`src/rtl/bt_frame_engine.sv`:
```
module bt_frame_engine #(
  parameter int IN_DEPTH  = 64,
  parameter int OUT_DEPTH = 64,
  localparam int IAW = $clog2(IN_DEPTH),
  localparam int OAW = $clog2(OUT_DEPTH),
  localparam int CW  = $clog2(IN_DEPTH + 1)
) (
  input  logic           clk,
  input  logic           rst_n,
  input  logic           req_go,
  input  logic [CW-1:0]  req_count,
  output logic [IAW-1:0] ib_addr,
  input  logic [7:0]     ib_data,
  output logic           in_clr,
  output logic           fwd_valid,
  output logic [7:0]     fwd_data,
  output logic           fwd_last,
  output logic [7:0]     fwd_id,
  input  logic           rsp_start,
  input  logic [7:0]     rsp_id,
  input  logic [7:0]     rsp_len,
  output logic [7:0]     rsp_addr,
  input  logic [7:0]     rsp_data,
  output logic           ob_we,
  output logic [OAW-1:0] ob_addr,
  output logic [7:0]     ob_wdata,
  output logic           ob_len_we,
  output logic [7:0]     ob_len,
  output logic           busy_clr,
  output logic           atn_set,
  input  logic           irq_pending,
  input  logic           irq_enable,
  output logic           irq_req
);

  localparam logic [7:0] APP_FN   = 8'h18;
  localparam logic [7:0] CAP_CMD  = 8'h36;
  localparam logic [7:0] CC_NOFIT = 8'hCA;
  localparam logic [7:0] IN_CAP   = 8'((IN_DEPTH  > 255) ? 255 : IN_DEPTH);
  localparam logic [7:0] OUT_CAP  = 8'((OUT_DEPTH > 255) ? 255 : OUT_DEPTH);
  localparam logic [8:0] MAX_RSP  = 9'(OUT_DEPTH - 2);

  typedef enum logic [2:0] {S_IDLE, S_CHECK, S_LOCAL, S_FWD, S_WAIT, S_BUILD} st_t;

  st_t         st;
  logic [7:0]  idx, b0, b1, b2, seq, msg_id, rlen, last_idx;
  logic [CW-1:0] cnt;
  logic        over, len_bad, finish, open_st;
  logic [8:0]  cnt_m1;

  assign open_st = (st == S_IDLE) || (st == S_WAIT);
  assign cnt_m1  = 9'(cnt) - 9'd1;
  assign len_bad = {1'b0, b0} != cnt_m1;

  always_ff @(posedge clk) begin
    if (!rst_n) begin
      st <= S_IDLE; idx <= '0; cnt <= '0;
      b0 <= '0; b1 <= '0; b2 <= '0; seq <= '0;
      msg_id <= '0; rlen <= '0; over <= 1'b0;
    end else begin
      case (st)
        S_IDLE, S_WAIT: begin
          if (rsp_start && rsp_id == msg_id) begin
            msg_id <= msg_id + 8'd1;
            rlen   <= rsp_len;
            over   <= {1'b0, rsp_len} > MAX_RSP;
            idx    <= '0;
            st     <= S_BUILD;
          end else if (req_go && req_count >= CW'(4)) begin
            cnt <= req_count;
            idx <= '0;
            st  <= S_CHECK;
          end
        end
        S_CHECK: begin
          idx <= idx + 8'd1;
          case (idx[1:0])
            2'd0: b0 <= ib_data;
            2'd1: b1 <= ib_data;
            2'd2: b2 <= ib_data;
            default: begin
              if (len_bad) st <= S_IDLE;
              else if (b1 == APP_FN && ib_data == CAP_CMD) begin
                idx <= '0;
                st  <= S_LOCAL;
              end else begin
                seq <= b2;
                idx <= 8'd2;
                st  <= S_FWD;
              end
            end
          endcase
        end
        S_FWD: begin
          idx <= idx + 8'd1;
          if (fwd_last) st <= S_WAIT;
        end
        S_LOCAL, S_BUILD: begin
          idx <= idx + 8'd1;
          if (finish) st <= S_IDLE;
        end
        default: st <= S_IDLE;
      endcase
    end
  end

  assign ib_addr   = idx[IAW-1:0];
  assign in_clr    = (st == S_CHECK) && (idx == 8'd3) && len_bad;

  assign fwd_valid = (st == S_FWD);
  assign fwd_data  = (idx == 8'd2) ? b1 : ib_data;
  assign fwd_last  = fwd_valid && ({1'b0, idx} == cnt_m1);
  assign fwd_id    = msg_id;

  assign rsp_addr  = (idx < 8'd2) ? 8'd0 : idx - 8'd2;

  assign ob_we     = (st == S_LOCAL) || (st == S_BUILD);
  assign ob_addr   = idx[OAW-1:0];

  always_comb begin
    ob_wdata = 8'd0;
    if (st == S_LOCAL) begin
      case (idx)
        8'd0: ob_wdata = 8'd9;
        8'd1: ob_wdata = b1 | 8'h04;
        8'd2: ob_wdata = b2;
        8'd3: ob_wdata = CAP_CMD;
        8'd5: ob_wdata = 8'd1;
        8'd6: ob_wdata = IN_CAP;
        8'd7: ob_wdata = OUT_CAP;
        8'd8: ob_wdata = 8'd10;
        default: ob_wdata = 8'd0;
      endcase
    end else if (st == S_BUILD) begin
      if (idx == 8'd0)                 ob_wdata = over ? 8'd4 : rlen + 8'd1;
      else if (idx == 8'd2)            ob_wdata = seq;
      else if (over && idx == 8'd4)    ob_wdata = CC_NOFIT;
      else                             ob_wdata = rsp_data;
    end
  end

  assign last_idx  = (st == S_LOCAL) ? 8'd9 : (over ? 8'd4 : rlen + 8'd1);
  assign finish    = ob_we && (idx == last_idx);
  assign ob_len    = (st == S_LOCAL) ? 8'd10 : (over ? 8'd5 : rlen + 8'd2);
  assign ob_len_we = finish;
  assign busy_clr  = finish;
  assign atn_set   = finish;
  assign irq_req   = finish && irq_enable && !irq_pending;

  wire unused_ok = open_st;

endmodule


```
`config.mk`:
```
export PLATFORM = sky130hd
export DESIGN_NAME = bt_frame_engine
export DESIGN_NICKNAME = d
export VERILOG_FILES = /design/src/rtl/bt_frame_engine.sv
export SDC_FILE = /design/constraint.sdc
export NUM_CORES = 1
export LEC_CHECK = 0
export ABC_AREA = 1
export BUFFER_PORTS_ARGS = -buffer_cell sky130_fd_sc_hd__buf_2
export CORE_MARGIN = 4
export CORE_UTILIZATION = 45
export CTS_CLUSTER_DIAMETER = 50
export DETAILED_ROUTE_END_ITERATION = 8
export PLACE_DENSITY = 0.75
export SYNTH_ARGS = -nofsm -noshare
export SYNTH_HDL_FRONTEND = slang
export SYNTH_SLANG_ARGS = --single-unit
```
`constraint.sdc`:
```
create_clock -name clk -period 2.7 [get_ports clk]
set_input_delay 0.54 -clock clk [delete_from_list [all_inputs] [get_ports clk]]
set_output_delay 0.54 -clock clk [all_outputs]
set_load 0.05 [all_outputs]
```
==> impl_results.md <==
* Total of hold buffers inserted after clock tree synthesis at 0
* Rel. slew slack at 0.600
* Residual overflow from global routing at 0
* Syn_nets at approximately 810
* Clk network pwr share at 0.221
* VDD IR-drop max at about 0.6 mV
* Outcome: finished, violations left
* ANT cells at 0
* Crit path kind: flop to primary output
* CTS root buf: clkbuf_8
* Length of the first detailed-routing pass in iterations at 7
* Fraction of final layout cells sized beyond drive strength 1 at 0.261
* Leakage dissipation at between 2 and 3 nW
* Power density over the cells at 800 nW/um2
* Count of warnings emitted by yosys at 0
* Dominant synthesized flop cell: dfxtp_1
* Summed negative setup slack over all endpoints at -200 ps
* Number of global-route vias before repair at approximately 4800
* CP max FO at 4
* Share of power burned in registers at 0.263
* Full die area at roughly 12000 um2
* Final HPWL DP at 10.5 mm
* Count of standard-cell rows at 37
* Clock Path Buffers at 2
* Cell internal pwr at 2.57 mW
* Starting density of the core at 0.461
* Boundary Pins at 105
* Type of element capturing the critical path: primary output
* Clock-pin slew of the registers on the worst-case setup and hold paths at 80 ps
* First-iteration detailed-routing DRC count at 370
* Max Clock Skew at approximately 13 ps
* Setup repair after global routing missed its margin: true
* Distinct cell type count after synthesis at 46
* Post-place setup slack at roughly 130 ps
* Shortest clock period the worst path allows after layout at approximately 2800 ps
* DP Area at 5370 um2
* Critical path startpoint category: flop
* Worst hold path type: input pin to flop
* Core Box Area at between 10000 and 15000 um2
* TritonCTS buffer count at 9
* CTS HTree Levels at 3
* Final routed wirelength across all metal layers at around 14 mm
* Clock network latency to the later pin of the worst-skew pair at between 300 and 400 ps
* Area added between synthesis and finish at 26.3%
* Placer's final routability congestion estimate at ~0.93
* DR DRC count at 0
* Clock net sink count at between 60 and 70
* Count of nets after finishing at approximately 920
* Number of cells in the finished layout apart from fillers at roughly 1000
* Post-layout power at about 4.8 mW
* Width of the die at 111 um
* Dpl cells at around 970
* FF+latch count, synth at between 60 and 70
* Maximum number of pins on one net before global-route repair at 39
* Global-route wire length before repair at approximately 22 mm
* Endpoints failing setup at 4
* Arrival time of data at the critical path endpoint at between 2000 and 2500 ps
* Chip height at approximately 110 um
* Violations in the final reports: negative setup slack
* Antenna violations before repair at 0
* Fin crit share at 1.02
* Max-cap check violation count at 0
* Number of enable flip-flop cells after synthesis at 0
* Number of input and output port buffers inserted at roughly 100
* Number of antenna-violating nets in the routed design at 0
* Pin slew with the least headroom to its limit at ~600 ps
* Switching power at between 2 and 2.5 mW
* Worst endpoint required time at approximately 2200 ps
* Register-to-Register Setup Slack at about 550 ps
* Average footprint of a synthesized cell at 6.31 um2
* Total global routing track utilization at 0.219
* Async S/R FF share, synth at 0
* Achievable clock frequency at 362 MHz
* Proportion of synthesized chip area in sequential cells at 0.283
* Post-route setup slack at -59.2 ps
* Via count at approximately 5300
* Avg WL per Cell at roughly 14 um
* Max-slew violation count at 0
* CTS tree: built
* Combinational share of power at 0.515
* Synth Cell Area at ~4700 um2
* Via density per instance at roughly 5.3
* Post-route cell area at roughly 6000 um2
* Number of failing hold endpoints at the final stage at 0
* Instance count of the mapped netlist at approximately 750
* Net switching fraction of the power at 0.463
-- area by class of cell --
cell class	instances	area, um2
clock buffers	10	138
clock inverters	6	113
fillers	1018	4290
inverters	97	379
multi-input cells	548	2960
flip-flops and latches	67	1370
well taps	136	170
repair buffers	137	850
-- repair_timing --
item / CTS / global route
setup buffers: 2 / 9
endpoints found under the setup margin: 14 / 18
resized for setup: 33 / 65
gates cloned: 0 / 1
pin swaps: 0 / 8
-- flip-flops by register name (all words and copies together) (netlist names) --
| signal | count |
|---|---|
| b0 | 8 |
| b1 | 8 |
| b2 | 8 |
| fwd_id | 8 |
| idx | 8 |
| rlen | 8 |
| seq | 8 |
| cnt | 7 |
| st | 3 |
| over | 1 |
-- critical path: stages, from the launching register on --
cell and delay (ps):
dfxtp_4 380, ha_4 260, inv_1 40, nor2_2 110
nand2_1 80, xor2_1 140, nor2_1 110, nand3_1 110
nor2_2 100, nand2_2 60, buf_4 140, nor2_4 150
buf_6 180
-- cell usage after synthesis (4+ instances only) --
cell type	instances	area [um2]
a21oi_1	53	265
buf_2	10	50.1
buf_4	17	128
clkbuf_1	9	33.8
dfxtp_1	67	1340
ha_1	11	138
inv_1	91	342
inv_2	5	18.8
nand2_1	163	612
nand2_2	5	31.3
nand3_1	49	245
nand3_2	4	40.0
nand3b_1	4	30.0
nand4_1	13	81.3
nor2_1	105	394
nor2_2	4	25.0
nor3_1	8	40.0
o21ai_0	76	380
xor2_1	11	96.3
-- path summary, 6_finish.rpt --
| check | start | to | cells past startpoint |
|---|---|---|---|
| hold / removal | req_count[1] | cnt[1]$_SDFFE_PN0P_ | 3 |
| setup / recovery | rlen[1]$_SDFFE_PN0P_ | busy_clr | 12 |
| hold reg to reg | b0[6]$_SDFFE_PN0P_ | b0[6]$_SDFFE_PN0P_ | 2 |
| setup reg to reg | rlen[1]$_SDFFE_PN0P_ | st[0]$_SDFFE_PN0P_ | 16 |
-- power by group through the flow --
stage          logic (mW)  clock network, mW  registers (mW)
2_1_floorplan        1.74                  0            1.24
3_3_place_gp         2.21                  0            1.27
3_5_place_dp         2.23                  0            1.27
4_1_cts              2.29               1.08            1.25
5_1_grt              2.70               1.11            1.28
6_report             2.47               1.06            1.26
-- metrics by stage --
step / hold WS (ps) / util
after global routing: 479 / 0.583
after detailed placement: 483 / 0.523
after global placement: 470 / 0.523
after floorplan: 444 / -
after CTS: 468 / 0.557
final: 474 / 0.583
-- cells in the final DEF (no fill, tap or decap), drive strengths merged, types with 3 or more instances in the layout --
master    n
nand2   168
xnor3     3
xor2     11
o22ai     3
clkbuf   10
o211ai    3
ha       11
nand4    14
nand3b    4
xnor2     3
a221oi    3
clkinv    5
a211oi    3
dfxtp    67
o21ai    78
buf     137
nor3      9
inv      95
nor2    110
bufinv    3
a21oi    53
nand3    54
-- per-layer routing --
metal  vias up  routed length (um)  GRT usage
li1       2659                   -          -
met1      2379                6380      0.303
met2       217                6340      0.344
met3        16                1020     0.0382
met4         0                 200     0.0780
met5         -                   0          0
-- cells by family (layout without fill, tap and decap cells) --
logic type                 after synthesis  count (layout)  synth area share
adders and majority gates               11              11            0.0290
DFF                                     67              67             0.283
and+or+nand+nor                        366             366             0.342
xor gates and xnor gates                17              17            0.0401
AOI/OAI and AO/OA                      154             154             0.177
buffers and inverters                  137             250             0.129
Power figures use the tool's default switching activity.
